===== src/rtl/alu8_pkg.sv =====
package alu8_pkg;
  typedef enum logic [4:0] {
    OP_ADD  = 5'd0,  OP_ADDC = 5'd1,  OP_SUB  = 5'd2,  OP_SUBC = 5'd3,
    OP_SUBL = 5'd4,  OP_CMP  = 5'd5,  OP_AND  = 5'd6,  OP_OR   = 5'd7,
    OP_XOR  = 5'd8,  OP_NOT  = 5'd9,  OP_INC  = 5'd10, OP_DEC  = 5'd11,
    OP_CLR  = 5'd12, OP_RL   = 5'd13, OP_RR   = 5'd14, OP_SWAP = 5'd15,
    OP_MULU = 5'd16, OP_MULS = 5'd17, OP_MOVW = 5'd18, OP_MOVF = 5'd19,
    OP_TEST = 5'd20
  } alu_op_e;

  localparam int FLAG_N = 3;
  localparam int FZ  = 2;
  localparam int FC  = 1;
  localparam int FDC = 0;
endpackage


===== src/rtl/alu8_addsub.sv =====
// a + b + cin, or a + ~b + cin for subtract (carry out = no borrow)
module alu8_addsub #(
  parameter int DW = 8
) (
  input  logic [DW-1:0] a_i,
  input  logic [DW-1:0] b_i,
  input  logic          sub_i,
  input  logic          cin_i,
  output logic [DW-1:0] sum_o,
  output logic          co_o,
  output logic          hco_o
);
  localparam int NW = DW / 2;

  logic [DW-1:0] bx;
  logic [DW:0]   full;
  logic [NW:0]   low;

  assign bx    = sub_i ? ~b_i : b_i;
  assign full  = {1'b0, a_i} + {1'b0, bx} + {{DW{1'b0}}, cin_i};
  assign low   = {1'b0, a_i[NW-1:0]} + {1'b0, bx[NW-1:0]} + {{NW{1'b0}}, cin_i};
  assign sum_o = full[DW-1:0];
  assign co_o  = full[DW];
  assign hco_o = low[NW];
endmodule


===== src/rtl/alu8_logic.sv =====
module alu8_logic
  import alu8_pkg::*;
#(
  parameter int DW = 8
) (
  input  alu_op_e       op_i,
  input  logic [DW-1:0] w_i,
  input  logic [DW-1:0] f_i,
  input  logic          cin_i,
  output logic [DW-1:0] res_o,
  output logic          co_o
);
  localparam int NW = DW / 2;

  always_comb begin
    res_o = '0;
    co_o  = cin_i;
    unique case (op_i)
      OP_AND:  res_o = w_i & f_i;
      OP_OR:   res_o = w_i | f_i;
      OP_XOR:  res_o = w_i ^ f_i;
      OP_NOT:  res_o = ~f_i;
      OP_INC:  res_o = f_i + 1'b1;
      OP_DEC:  res_o = f_i - 1'b1;
      OP_CLR:  res_o = '0;
      OP_RL: begin
        res_o = {f_i[DW-2:0], cin_i};
        co_o  = f_i[DW-1];
      end
      OP_RR: begin
        res_o = {cin_i, f_i[DW-1:1]};
        co_o  = f_i[0];
      end
      OP_SWAP: res_o = {f_i[NW-1:0], f_i[DW-1:NW]};
      OP_MOVW: res_o = f_i;
      OP_TEST: res_o = f_i;
      OP_MOVF: res_o = w_i;
      default: res_o = '0;
    endcase
  end
endmodule


===== src/rtl/alu8_mult.sv =====
module alu8_mult #(
  parameter int DW = 8
) (
  input  logic [DW-1:0]   a_i,
  input  logic [DW-1:0]   b_i,
  input  logic            signed_i,
  output logic [2*DW-1:0] prod_o
);
  localparam int PW = 2 * DW;

  logic [PW-1:0] ax, bx;
  logic [2*PW-1:0] full;

  // sign-extend to product width; low PW bits are correct for both forms
  assign ax     = {{DW{signed_i & a_i[DW-1]}}, a_i};
  assign bx     = {{DW{signed_i & b_i[DW-1]}}, b_i};
  assign full   = {{PW{1'b0}}, ax} * {{PW{1'b0}}, bx};
  assign prod_o = full[PW-1:0];
endmodule


===== src/rtl/alu8_flags.sv =====
module alu8_flags #(
  parameter int N = 3
) (
  input  logic         clk_i,
  input  logic         rst_ni,
  input  logic [N-1:0] we_i,
  input  logic [N-1:0] d_i,
  output logic [N-1:0] q_o
);
  for (genvar i = 0; i < N; i++) begin : g_flag
    always_ff @(posedge clk_i or negedge rst_ni) begin
      if (!rst_ni)     q_o[i] <= 1'b0;
      else if (we_i[i]) q_o[i] <= d_i[i];
    end
  end
endmodule


===== src/rtl/alu8_core.sv =====
module alu8_core
  import alu8_pkg::*;
#(
  parameter int DW = 8
) (
  input  logic          clk_i,
  input  logic          rst_ni,
  input  logic          valid_i,
  input  logic [4:0]    op_i,
  input  logic [DW-1:0] w_i,
  input  logic [DW-1:0] opnd_i,
  output logic [DW-1:0] result_o,
  output logic [DW-1:0] mulh_o,
  output logic          res_wr_o,
  output logic          z_o,
  output logic          c_o,
  output logic          dc_o
);
  alu_op_e op;
  assign op = alu_op_e'(op_i);

  logic [FLAG_N-1:0] flag_q, flag_d, flag_we, mask;

  logic          is_sub, use_c, as_cin, as_co, as_hco, lg_co, mul_s;
  logic [DW-1:0] as_a, as_b, as_sum, lg_res;
  logic [2*DW-1:0] prod;

  assign is_sub = (op == OP_SUB) || (op == OP_SUBC) || (op == OP_SUBL) || (op == OP_CMP);
  assign use_c  = (op == OP_ADDC) || (op == OP_SUBC);
  assign as_cin = use_c ? flag_q[FC] : is_sub;
  assign as_a   = is_sub ? opnd_i : w_i;
  assign as_b   = is_sub ? w_i : opnd_i;
  assign mul_s  = (op == OP_MULS);

  alu8_addsub #(.DW(DW)) u_addsub (
    .a_i(as_a), .b_i(as_b), .sub_i(is_sub), .cin_i(as_cin),
    .sum_o(as_sum), .co_o(as_co), .hco_o(as_hco)
  );

  alu8_logic #(.DW(DW)) u_logic (
    .op_i(op), .w_i(w_i), .f_i(opnd_i), .cin_i(flag_q[FC]),
    .res_o(lg_res), .co_o(lg_co)
  );

  alu8_mult #(.DW(DW)) u_mult (
    .a_i(w_i), .b_i(opnd_i), .signed_i(mul_s), .prod_o(prod)
  );

  always_comb begin
    result_o = '0;
    mulh_o   = '0;
    res_wr_o = 1'b0;
    flag_d   = flag_q;
    mask     = '0;
    unique case (op)
      OP_ADD, OP_ADDC, OP_SUB, OP_SUBC, OP_SUBL, OP_CMP: begin
        result_o     = as_sum;
        res_wr_o     = (op != OP_CMP);
        // zero of a-b equals zero of b-a, so one test serves SUBL and CMP
        flag_d[FZ]   = (as_sum == '0);
        flag_d[FC]   = as_co;
        flag_d[FDC]  = as_hco;
        mask         = '1;
      end
      OP_AND, OP_OR, OP_XOR, OP_NOT, OP_INC, OP_DEC, OP_CLR, OP_MOVW, OP_TEST: begin
        result_o   = lg_res;
        res_wr_o   = (op != OP_TEST);
        flag_d[FZ] = (lg_res == '0);
        mask[FZ]   = 1'b1;
      end
      OP_RL, OP_RR: begin
        result_o   = lg_res;
        res_wr_o   = 1'b1;
        flag_d[FC] = lg_co;
        mask[FC]   = 1'b1;
      end
      OP_SWAP, OP_MOVF: begin
        result_o = lg_res;
        res_wr_o = 1'b1;
      end
      OP_MULU, OP_MULS: begin
        result_o = prod[DW-1:0];
        mulh_o   = prod[2*DW-1:DW];
        res_wr_o = 1'b1;
      end
      default: ;
    endcase
  end

  assign flag_we = valid_i ? mask : '0;

  alu8_flags #(.N(FLAG_N)) u_flags (
    .clk_i(clk_i), .rst_ni(rst_ni), .we_i(flag_we), .d_i(flag_d), .q_o(flag_q)
  );

  assign z_o  = flag_q[FZ];
  assign c_o  = flag_q[FC];
  assign dc_o = flag_q[FDC];
endmodule


===== config.mk =====
export PLATFORM = sky130hd
export DESIGN_NAME = alu8_core
export DESIGN_NICKNAME = d
export VERILOG_FILES = /design/src/rtl/alu8_pkg.sv /design/src/rtl/alu8_addsub.sv /design/src/rtl/alu8_logic.sv /design/src/rtl/alu8_mult.sv /design/src/rtl/alu8_flags.sv /design/src/rtl/alu8_core.sv
export SDC_FILE = /design/constraint.sdc
export NUM_CORES = 1
export LEC_CHECK = 0
export BUFFER_PORTS_ARGS = -buffer_cell sky130_fd_sc_hd__buf_2
export CORE_MARGIN = 1.5
export CORE_UTILIZATION = 30
export CTS_BUF_LIST = sky130_fd_sc_hd__clkbuf_8
export DETAILED_ROUTE_END_ITERATION = 7
export REMOVE_ABC_BUFFERS = 1
export SYNTH_ARGS = -nofsm -noshare
export SYNTH_HDL_FRONTEND = slang
export SYNTH_HIERARCHICAL = 1
export SYNTH_SLANG_ARGS = --single-unit

===== constraint.sdc =====
create_clock -name clk_i -period 5.9 [get_ports clk_i]
set_clock_uncertainty 0.05 [all_clocks]
set_input_delay 0.59 -clock clk_i [delete_from_list [all_inputs] [get_ports clk_i]]
set_output_delay 0.59 -clock clk_i [all_outputs]
set_load 0.005 [all_outputs]

Word level (Yosys, flattened, before mapping)

Index checks and enable logic that the tools add are counted.

Output and inout bits: 20
Word-level logic and storage cells: 76
Register bits: 3
Bits of input ports: 24

Eq/ne operators: 23
Reductions and logical operators: 21
$mul: 1
Bitwise gates (word level): 7
Muxes and demuxes: 15
$add $sub $neg: 6

Operators with widths:

| cell                                                                   | number |
|---|---|
| 8-bit one-hot mux with 11 select lines                                 | 1 |
| 5-bit by 4-bit equality test with 1-bit output (second input constant) | 8 |
| 8-bit 2-to-1 mux                                                       | 4 |
| 5-bit equality test (second input constant)                            | 5 |
| 8-bit one-hot mux with 3 select lines                                  | 1 |
| 5-bit by 3-bit equality test with 1-bit output (second input constant) | 4 |
| 8-bit zero test                                                        | 2 |
| 9-bit by 9-bit multiplier with 16-bit output                           | 1 |
| 8-bit inverter                                                         | 2 |
| 15-bit OR reduction                                                    | 1 |
| 13-bit OR reduction                                                    | 1 |
| 6-bit OR reduction                                                     | 2 |
| 5-bit by 2-bit equality test with 1-bit output (second input constant) | 2 |
| 8-bit by 8-bit adder with 9-bit output                                 | 1 |
| 9-bit by 1-bit adder with 9-bit output                                 | 1 |
| 9-bit OR reduction                                                     | 1 |
| 8-bit by 1-bit adder with 8-bit output (second input constant)         | 1 |
| 8-bit AND                                                              | 1 |
| 8-bit OR                                                               | 1 |
| 8-bit OR reduction                                                     | 1 |
| 8-bit by 1-bit subtractor with 8-bit output (second input constant)    | 1 |
| 8-bit bitwise XOR                                                      | 1 |
| 1-bit one-hot mux with 2 select lines                                  | 3 |
| 2-bit OR reduction                                                     | 3 |
| other kinds (15)                                                       | 24 |

Depth between registers and ports, before layout

Gate-level depths: netlist of run 1.

Word-level depth: 11
Gate-level depth with buffers: 20
Depth with buffers taken out: 20

Hierarchy

The synthesis of run 1 kept the hierarchy.

Modules (own cells, without submodules):

| module      | cells each | area each (sq um) | times used |
|---|---|---|---|
| alu8_mult   | 328        | 2811.4            | 1 |
| alu8_logic  | 178        | 1345.0            | 1 |
| alu8_core   | 102        | 753.2             | 1 |
| alu8_addsub | 51         | 417.9             | 1 |
| alu8_flags  | 6          | 120.1             | 1 |

Worst setup path after synthesis of run 1

Ideal clock, no wire load.

Path type: input -> output
From: input op_i[3]
To: output mulh_o[6]
Arrival time: 5.546 ns
Stages: 18
Setup slack: -0.286 ns
Path through: or3b_2 > nor3_1 > nand2_1 > or2_2 > fa_1 > fa_1 > inv_1 > fa_1 > fa_1 > inv_1 > fa_1 > inv_1 > ha_1 > o21ai_1 > o21ai_1 > a2111o_1 > o311ai_1 > and2_1

Longest elaborated chain between the ends: 4
Elaborated cells on any way between the ends: 7
Those cells by class: 1 x mul; 2 x eq/ne; 1 x mux; 2 x bitwise; 1 x reduce/logical

RTL lines:

| element                                          | RTL line                         | source |
|---|---|---|
| start: declaration                               | alu8_core.sv:9                   | `input logic [4:0] op_i,` |
| 5-bit equality test (*)                          | alu8_core.sv:33                  | `assign mul_s = (op == OP_MULS);` |
| via mul_s                                        | alu8_core.sv:24                  | `logic is_sub, use_c, as_cin, as_co, as_hco, lg_co, mul_s;` |
| 1-bit AND (on tied branches)                     | alu8_mult.sv:15, alu8_mult.sv:16 |  |
| 9-bit by 9-bit multiplier with 16-bit output (*) | alu8_mult.sv:17                  | `assign full = {{PW{1'b0}}, ax} * {{PW{1'b0}}, bx};` |
| via prod[14]                                     | alu8_core.sv:26                  | `logic [2*DW-1:0] prod;` |
| 8-bit 2-to-1 mux (*)                             | alu8_core.sv:55                  | `unique case (op)` |
| end: declaration                                 | alu8_core.sv:13                  | `output logic [DW-1:0] mulh_o,` |

The timed path passes the listed nets; every way through them passes the cells marked *.

Worst setup path after layout of run 1

Same ends and word-level chain as after synthesis.

==> results.md, run 1 <==
- First-pass GRT wire length: 23400 um
- Slew Limit Fails: 0
- Crit end category: output port
- GRT Util Overall: 15.2%
- Share of post-route cells with drive strength above 1: 25.1%
- # diodes: 0
- Total Power: 0.00139 W
- Vias: 4827
- Final Non-Filler Cells: 969
- Crit path to: mulh_o[6]
- Reg2reg setup slack: around 1.8 ns
- Largest regs: u_flags/q_o (3)
- Synth Area in XOR/XNOR: 6.09%
- Min Tclk post-route: approximately 6.0 ns
- Max Freq: 165 MHz
- Asr flop ratio synth: 100%
- Worst setup SP type: primary input
- Adder-Cell Fraction of Synth Area: between 30% and 40%
- Unique masters post-synth: 77
- FF-to-FF End: u_flags/q_o[2]
- Leak: roughly 3.2 nW
- Failing checks: negative setup slack
- RSZ-0062 raised after global routing: yes
- H-tree Lvls: 1
- Layout Area Growth over Synthesis: 18.6%
- Worst-Skew Late Latency: between 0.2 and 0.25 ns
- Smallest hold slack: 0.114 ns
- Starting Density: 30.4%
- Final Cycle Share: 102%
- Port Buf Inserts: 43
- Final wirelength: 14400 um
- Largest net degree at the start of global routing: 30
- Core area: 17900 um^2
- Max VDD drop: 0.158 mV
- CP required: approximately 5.3 ns
- Synth Area in Compound Gates: approximately 14%
- DR DRC count: 0
- Remaining antenna violation count: 0
- Drt pass-1 iters: 5
- Die area: ~19000 um^2
- Clock transition at path regs: around 0.040 ns
- Synth Area per Inst: 8.19 um^2
- RePlAce Congestion: 0.859
- Final core occ: 36.1%
- Setup violators final: 4
- Slowest Stage Delay on Critical Path: 0.51 ns
- CTS tree: built
- Worst setup startpoint: op_i[3]
- Crit path kind: in2out
- Simple-Gate Fraction of Synth Area: 22.0%
- Top reg by flops: u_flags/q_o
- Outcome: finished, violations left
- Area leader, netlist: fa_1
- Yosys top cell area share: 24.3%
- Critical Path AT: 5.40 ns
- Cells after synthesis: 665
- Initial DRC Count: 338
- Number of global-route vias before repair: ~4700
- Max reg flops: 3
- Crit path top cell by count: fa_1
- Predominant post-synthesis flop cell: dfrtp_1
- Yosys reg bits: 3
- Setup ws final: -0.143 ns
- CTS Sinks: 3
- Largest cells by area after synthesis: fa_1, ha_1, inv_1, and2_1, xnor2_1
- Nets: 893
- Slew headroom: 46.4%
- Rows: 49
- Worst Path Buf+Inv: 6
- Die H: 138 um
- I/O pins: 44
- Placed insts: 960
- CTS Buf Count: 3
- HP Class: in2async
- Final HPWL DP: 11300 um
- Max-cap check violation count: 0
- Worst Max-Slew Pin Slew: 0.784 ns
- CP delay by family, top: adder cells
- Largest family of logic cells by synthesized area: adder cells
- Die width: 138 um
- Cell Area, Synth: between 5000 and 6000 um^2
- CTS max path bufs: 2
- Critical path fanouts, max: 3
- DR WL/cell: 14.8 um
- Worst path depth: 21
- Worst Reg-to-Reg Cells: 14
- GR Overflow Total: 0
- Initial antenna violation count: 1
- Number of flops mapped to enable cells by yosys: 0
- Mux contribution to synthesized area: 5.60%
- Cells along the critical path: buf_6 > or3b_4 > nor3_2 > buf_4 > and2_4 > nand2_4 > fa_1 > inv_2 > fa_1 > fa_1 > fa_1 > inv_2 > fa_1 > inv_2 > ha_4 > o21ai_4 > o21ai_2 > a2111o_1 > o311ai_1 > and2_1 > buf_2
- Fraction of the yosys area taken by sequential cells: 1.38%
- Final hold vios: 0
- Via density: roughly 5
- TNS Setup: -0.388 ns
- CTS root buf: clkbuf_8
- Power per cell area: between 200 and 250 nW/um^2
- Reg2reg start: u_flags/q_o[1]
- Syn. warnings: 6
- Worst path slowest cell: fa_1
## per-layer routing
| metal | vias up | global-route usage (%) | wire length (um) |
|---|---|---|---|
| met4 | 0 | 0.984 | 78 |
| met1 | 2346 | 21.7 | 6590 |
| met2 | 123 | 26.4 | 6970 |
| met5 | - | 0 | 0 |
| li1 | 2354 | - | - |
| met3 | 4 | 1.10 | 736 |
## final cells by class
| type | count | area [um^2] |
|---|---|---|
| tap | 229 | 287 |
| clock buffer | 3 | 41.3 |
| timing repair buffer | 95 | 634 |
| clock inverter | 1 | 3.75 |
| inverter | 129 | 487 |
| multi-input combinational | 509 | 4930 |
| sequential | 3 | 75.1 |
| fill | 1878 | 11400 |
## cell usage after synthesis (all sizes together) (8+ instances only)
cell type	number
nor3	13
and2	46
xor2	8
mux2	21
nor2b	12
inv	129
a22oi	14
nand2	56
a21oi	14
ha	62
a211oi	10
o21ai	23
xnor2	29
buf	12
clkbuf	12
nand3	11
nor2	28
fa	66
## worst register-to-register path, delay by kind of cell, from the launching register on
family | cells | cell delay (ns)
AO/OA/AOI/OAI | 5 | 1.31
flip-flops | 1 | 0.51
XOR/XNOR | 1 | 0.22
AND/OR/NAND/NOR | 4 | 0.54
adder cells (fa/ha/maj) | 2 | 0.92
buffers and inverters | 1 | 0.14
multiplexers | 1 | 0.26
## worst min-delay path by stage
stage | start | endpoint | depth (start not counted)
finish | rst_ni | u_flags/q_o[2] | 1
global route | rst_ni | u_flags/q_o[2] | 1
CTS | rst_ni | u_flags/q_o[2] | 1
detailed placement | rst_ni | u_flags/q_o[2] | 1
global placement | rst_ni | u_flags/q_o[2] | 1
floorplan | rst_ni | u_flags/q_o[0] | 0
## through the flow
step	area, um^2	worst slack, ns
2_1_floorplan	5280	-0.286
3_3_place_gp	6140	-0.402
3_5_place_dp	6140	-0.466
4_1_cts	6330	-0.218
5_1_grt	6460	-0.350
6_report	6460	-0.143
## logic make-up (layout without fill, tap and decap cells)
family / Yosys count / after routing
adders and majority gates: 128 / 128
muxes: 23 / 23
buffers and inverters: 153 / 228
DFF: 3 / 3
AOI/OAI and AO/OA: 110 / 110
xor gates and xnor gates: 37 / 37
and+or+nand+nor: 211 / 211
## what timing repair did
item                                    in CTS  in global routing
endpoints found under the setup margin       7                  7
hold buffers                                 0                  0
setup buffers                                3                  2
endpoints found under the hold margin        0                  0
pin swaps                                   13                 16
gates resized for setup                     28                 24
## cell usage in the layout, fill, tap and decap left out, types with 13 or more instances in the layout
master and instances:
a21oi_1 14, a22oi_1 14, and2_1 43, buf_2 42, buf_4 46, fa_1 66, ha_1 54, inv_1 122
mux2_4 13, nand2_1 50, nor2_1 23, o21ai_0 18, xnor2_1 27
## power breakdown
part           total [W]  switching (W)  leakage (nW)  internal [W]
logic            0.00129       0.000636          3.15      0.000659
clock network  0.0000588      0.0000144        0.0269     0.0000444
registers      0.0000393      0.0000116        0.0396     0.0000277
No activity file was read; power rests on OpenSTA's default activity.
==> inputs of run 2 (changes only) <==
--- a/config.mk
+++ b/config.mk
@@ -10,6 +10,7 @@
 export CORE_UTILIZATION = 30
 export CTS_BUF_LIST = sky130_fd_sc_hd__clkbuf_8
 export DETAILED_ROUTE_END_ITERATION = 7
+export RECOVER_POWER = 25
 export REMOVE_ABC_BUFFERS = 1
 export SYNTH_ARGS = -nofsm -noshare
 export SYNTH_HDL_FRONTEND = slang
==> results.md, run 2 (synthesized netlist as in run 1, its figures left out) <==
- Outcome: finished, violations left
- Failing checks: negative setup slack
- CTS tree: built
- Most frequent cells in the layout: inv_1, fa_1, ha_1, nand2_1, buf_4
- Final hold vios: 0 (unchanged)
- Max-cap check violation count: 0 (unchanged)
- Setup violators final: 4 (unchanged)
- Hold buffers post-CTS: 0 (unchanged)
- Final Non-Filler Cells: 969 (unchanged)
- Max VDD drop: 0.158 mV (unchanged)
- Initial DRC Count: 338 (unchanged)
- TNS Setup: -0.390 ns (-0.00272 ns)
- Critical Path AT: 5.40 ns (about the same)
- First-pass GRT wire length: 23400 um (unchanged)
- Vias: 4836 (+0.19%)
- Share of post-route cells with drive strength above 1: 24.9% (-0.27 points)
- Setup ws final: -0.144 ns (-0.000678 ns)
- Port Buf Inserts: 43 (unchanged)
- Placed insts: 960 (unchanged)
- Layout Area Growth over Synthesis: 18.5% (about the same)
- Min Tclk post-route: 6.04 ns (+0.000678 ns)
- DR DRC count: 0 (unchanged)
- DR WL/cell: 14.8 um (about the same)
- Max Freq: 165 MHz (about the same)
- FF-to-FF End: u_flags/q_o[2]
- Reg2reg start: u_flags/q_o[1]
- Total Power: 0.00139 W (about the same)
- Power per cell area: 216 nW/um^2 (about the same)
- RePlAce Congestion: 0.859 (unchanged)
- CTS max path bufs: 2 (unchanged)
- CTS Sinks: 3 (unchanged)
- Commonest non-fill, non-tap cell in the layout: inv_1
- CTS root buf: clkbuf_8
- Final HPWL DP: 11300 um (unchanged)
- Rows: 49 (unchanged)
- Initial antenna violation count: 1 (unchanged)
- GRT Util Overall: 15.2% (unchanged)
- Number of global-route vias before repair: 4665 (unchanged)
- Worst setup SP type: primary input
- Top reg by flops: u_flags/q_o
- Via density: 4.99 (+0.19%)
- Leak: 3.22 nW (-0.20%)
- CP required: 5.26 ns (about the same)
- H-tree Lvls: 1 (unchanged)
- Core area: 17900 um^2 (unchanged)
- Slew Limit Fails: 0 (unchanged)
- HP Class: in2async
- Worst Reg-to-Reg Cells: 14 (unchanged)
- CTS Buf Count: 3 (unchanged)
- Final wirelength: 14400 um (about the same)
- Crit path kind: in2out
- Reg2reg setup slack: 1.83 ns (about the same)
- Largest regs: u_flags/q_o (3)
- Worst-Skew Late Latency: 0.21 ns (about the same)
- Clock transition at path regs: 0.04 ns (about the same)
- Remaining antenna violation count: 0 (unchanged)
- Nets: 893 (unchanged)
- Die width: 138 um (unchanged)
- Crit end category: output port
- Die area: 19000 um^2 (unchanged)
- Max reg flops: 3 (unchanged)
- Drt pass-1 iters: 5 (unchanged)
- Final core occ: 36.1% (about the same)
- Slew headroom: 46.8% (+0.39 points)
- Worst Max-Slew Pin Slew: 0.778 ns (-0.00577 ns)
- Die H: 138 um (unchanged)
- I/O pins: 44 (unchanged)
- # diodes: 0 (unchanged)
- RSZ-0062 raised after global routing: yes
- Starting Density: 30.4% (unchanged)
- Final Cycle Share: 102% (about the same)
- GR Overflow Total: 0 (unchanged)
- Largest net degree at the start of global routing: 30 (unchanged)
- Critical path fanouts, max: 3 (unchanged)
- Fill cells: 1877 (-0.053%)
run 2: cell types whose count changed in the layout (fill, tap and decap cells not counted):
cell,change
buf_2,-2
clkbuf_1,+2
run 2: how the worst max path moves through the flow:
stage	start	endpoint	slack (ns)	depth (start not counted)
floorplan	op_i[3]	mulh_o[6]	-0.29	18
global placement	op_i[3]	mulh_o[6]	-0.40	22
detailed placement	op_i[3]	mulh_o[7]	-0.47	23
CTS	op_i[3]	mulh_o[6]	-0.22	24
global route	op_i[3]	mulh_o[6]	-0.35	21
finish	op_i[3]	mulh_o[6]	-0.14	21
run 2: timing repair:
action	CTS	global route
hold endpoints to repair	0	0
setup endpoints to repair	7	7
gates resized for setup	28	24
setup buffers	3	2
pin swaps	13	16
run 2: worst max-delay path: stages:
cell	delay, ns
buf_6	0.09
or3b_4	0.39
nor3_2	0.11
buf_4	0.17
and2_4	0.17
nand2_4	0.06
fa_1	0.50
inv_2	0.04
fa_1	0.47
fa_1	0.50
fa_1	0.51
inv_2	0.04
fa_1	0.51
inv_2	0.05
ha_4	0.24
o21ai_4	0.17
o21ai_2	0.10
a2111o_1	0.36
o311ai_1	0.08
and2_1	0.15
buf_2	0.10
run 2: layout make-up:
class | instances | area, um^2 | share of cell area (%)
Sequential cell | 3 | 75.1 | 1.16
Inverter | 129 | 487 | 7.54
Tap cell | 229 | 287 | 4.44
Timing Repair Buffer | 95 | 632 | 9.79
Clock inverter | 1 | 3.75 | 0.0581
Clock buffer | 3 | 41.3 | 0.640
Multi-Input combinational cell | 509 | 4930 | 76.4
run 2: metrics by stage:
| stage | cell area, um^2 | setup slack [ns] | hold WS, ns |
|---|---|---|---|
| after floorplan | 5280 | -0.286 | 0.244 |
| after global placement | 6140 | -0.402 | 0.336 |
| after detailed placement | 6140 | -0.466 | 0.338 |
| after CTS | 6330 | -0.218 | 0.112 |
| after global routing | 6460 | -0.350 | 0.131 |
| final | 6460 | -0.144 | 0.134 |
run 2: report_power, final:
part | total, W | switching (W) | internal (W)
sequential | 0.0000393 | 0.0000116 | 0.0000277
combinational | 0.00129 | 0.000636 | 0.000658
clock | 0.0000588 | 0.0000144 | 0.0000444
total | 0.00139 | 0.000662 | 0.000730
run 2: per-layer routing:
metal	track usage [%]	up-vias	wire, um
li1	-	2355	-
met1	21.7	2355	6610
met2	26.4	122	6970
met3	1.10	4	720
met4	0.984	0	78
met5	0	-	0
==> inputs of run 3 (changes only) <==
--- a/config.mk
+++ b/config.mk
@@ -12,6 +12,7 @@
 export DETAILED_ROUTE_END_ITERATION = 7
 export RECOVER_POWER = 25
 export REMOVE_ABC_BUFFERS = 1
+export SETUP_SLACK_MARGIN = 0.15
 export SYNTH_ARGS = -nofsm -noshare
 export SYNTH_HDL_FRONTEND = slang
 export SYNTH_HIERARCHICAL = 1
==> results.md, run 3 (synthesized netlist as in run 1, its figures left out) <==
- Failing checks: negative setup slack
- Total Power: 0.00143 W (+2.6%)
- Worst-Skew Late Latency: 0.21 ns (about the same)
- Share of post-route cells with drive strength above 1: 24.7% (-0.14 points)
- Critical path fanouts, max: 4 (+1)
- Clock transition at path regs: 0.04 ns (about the same)
- CTS tree: built
- Met2 routed WL: 7030 um (+0.76%)
- RePlAce Congestion: 0.859 (unchanged)
- DR DRC count: 0 (unchanged)
- Starting Density: 30.4% (unchanged)
- Crit end category: output port
- GRT Util Overall: 15.3% (+0.023 points)
- Max-cap check violation count: 0 (unchanged)
- Final Non-Filler Cells: 969 (unchanged)
- Drt pass-1 iters: 5 (unchanged)
- GR Overflow Total: 0 (unchanged)
- Port Buf Inserts: 43 (unchanged)
- Die width: 138 um (unchanged)
- RSZ-0062 raised after global routing: yes
- Reg2reg setup slack: 1.83 ns (about the same)
- Worst setup startpoint: op_i[3]
- Vias: 4848 (+0.25%)
- WL met3: 836 um (+16%)
- Nets: 893 (unchanged)
- Final hold vios: 0 (unchanged)
- Top reg by flops: u_flags/q_o
- FF-to-FF End: u_flags/q_o[2]
- H-tree Lvls: 1 (unchanged)
- HP Class: in2async
- CTS max path bufs: 2 (unchanged)
- Initial DRC Count: 353 (+4.4%)
- Cells along the critical path: buf_6 > or3b_4 > nor3_2 > buf_4 > and2_4 > nand2_4 > buf_6 > fa_1 > inv_2 > buf_6 > fa_1 > fa_1 > fa_1 > ha_1 > ha_1 > nor3_1 > nor2_1 > buf_4 > and3_4 > nor2_2 > and2_1 > buf_2
- Reg2reg start: u_flags/q_o[1]
- Worst Reg-to-Reg Cells: 14 (unchanged)
- I/O pins: 44 (unchanged)
- DR WL/cell: 14.9 um (+0.56%)
- CTS Sinks: 3 (unchanged)
- Worst Max-Slew Pin Slew: 0.784 ns (+0.00591 ns)
- First-pass GRT wire length: 23400 um (+0.12%)
- Die H: 138 um (unchanged)
- Rows: 49 (unchanged)
- CP delay by family, top: adder cells
- Setup ws final: -0.137 ns (+0.00724 ns)
- Outcome: finished, violations left
- Remaining antenna violation count: 0 (unchanged)
- Final HPWL DP: 11300 um (unchanged)
- Worst setup SP type: primary input
- Max Freq: 166 MHz (+0.12%)
- Hold buffers post-CTS: 0 (unchanged)
- Max reg flops: 3 (unchanged)
- Final Cycle Share: 102% (-0.12 points)
- Crit path top cell by count: fa_1
- # diodes: 0 (unchanged)
- Most frequent cells in the layout: inv_1, fa_1, ha_1, nand2_1, buf_4
- Number of global-route vias before repair: 4664 (-0.021%)
- Die area: 19000 um^2 (unchanged)
- Worst path slowest cell: fa_1
- TNS Setup: -0.422 ns (-0.0313 ns)
- Metal-1 WL: 6520 um (-1.4%)
- CP required: 5.26 ns (about the same)
- CTS root buf: clkbuf_8
- Final wirelength: 14500 um (+0.56%)
- Layout Area Growth over Synthesis: 19.0%
- Setup violators final: 4 (unchanged)
- Fill cells: 1871 (-0.32%)
- Slew headroom: 46.4% (-0.40 points)
- Worst path depth: 22 (+4.8%)
- Initial antenna violation count: 1 (unchanged)
- Max VDD drop: 0.148 mV (-6.2%)
- CTS Buf Count: 3 (unchanged)
- Slew Limit Fails: 0 (unchanged)
- Leak: 3.22 nW (+0.11%)
- Max Used Layer: met4
- Commonest non-fill, non-tap cell in the layout: inv_1
- Crit path kind: in2out
- Via density: 5.00 (+0.25%)
- Min Tclk post-route: 6.04 ns (-0.00724 ns)
- Smallest hold slack: 0.134 ns (-0.000112 ns)
- Slowest Stage Delay on Critical Path: 0.56 ns (+0.05 ns)
- Worst Path Buf+Inv: 7 (+1)
- Critical Path AT: 5.40 ns (about the same)
- Core area: 17900 um^2 (unchanged)
- Placed insts: 960 (unchanged)
- Largest regs: u_flags/q_o (3)
- Power per cell area: 220 nW/um^2 (+2.1%)
- Largest net degree at the start of global routing: 30 (unchanged)
-- run 3: cell counts in the layout (fill, tap and decap cells not counted) --
Identical to the previous run, type by type.
-- run 3: per-layer routing --
metal  vias up  GRT usage, %
met5         -             0
met2       141          26.4
met3         4          1.10
met1      2347          21.7
li1       2356             -
met4         0         0.984
-- run 3: final cells by class --
class                           instances  area, um^2  share of cell area [%]
Sequential cell                         3        75.1                    1.16
Timing Repair Buffer                   95         632                    9.75
Inverter                              129         487                    7.51
Clock inverter                          1        3.75                  0.0579
Clock buffer                            3        41.3                   0.637
Tap cell                              229         287                    4.42
Multi-Input combinational cell        509        4960                    76.5
-- run 3: stage by stage --
step	util [%]	setup WS [ns]	cell area, um^2
5_1_grt	36.2	-0.334	6480
3_5_place_dp	34.3	-0.466	6140
6_report	36.2	-0.137	6480
3_3_place_gp	34.3	-0.402	6140
2_1_floorplan	-	-0.286	5280
4_1_cts	35.4	-0.218	6350
-- run 3: how the worst max path moves through the flow --
stage,endpoint
after floorplan,mulh_o[6]
after global placement,mulh_o[6]
after detailed placement,mulh_o[7]
after CTS,mulh_o[6]
after global routing,mulh_o[6]
final,mulh_o[5]
-- run 3: power breakdown --
group          internal, W  leakage [nW]  switching (W)  total [W]
logic             0.000679          3.15       0.000651    0.00133
registers        0.0000277        0.0396      0.0000114  0.0000392
clock network    0.0000444        0.0269      0.0000145  0.0000588
-- run 3: what timing repair did --
action | 4_1_cts | 5_1_grt
setup buffers | 3 | 2
setup endpoints to repair | 8 | 8
gates resized for setup | 30 | 22
pin swaps | 13 | 18
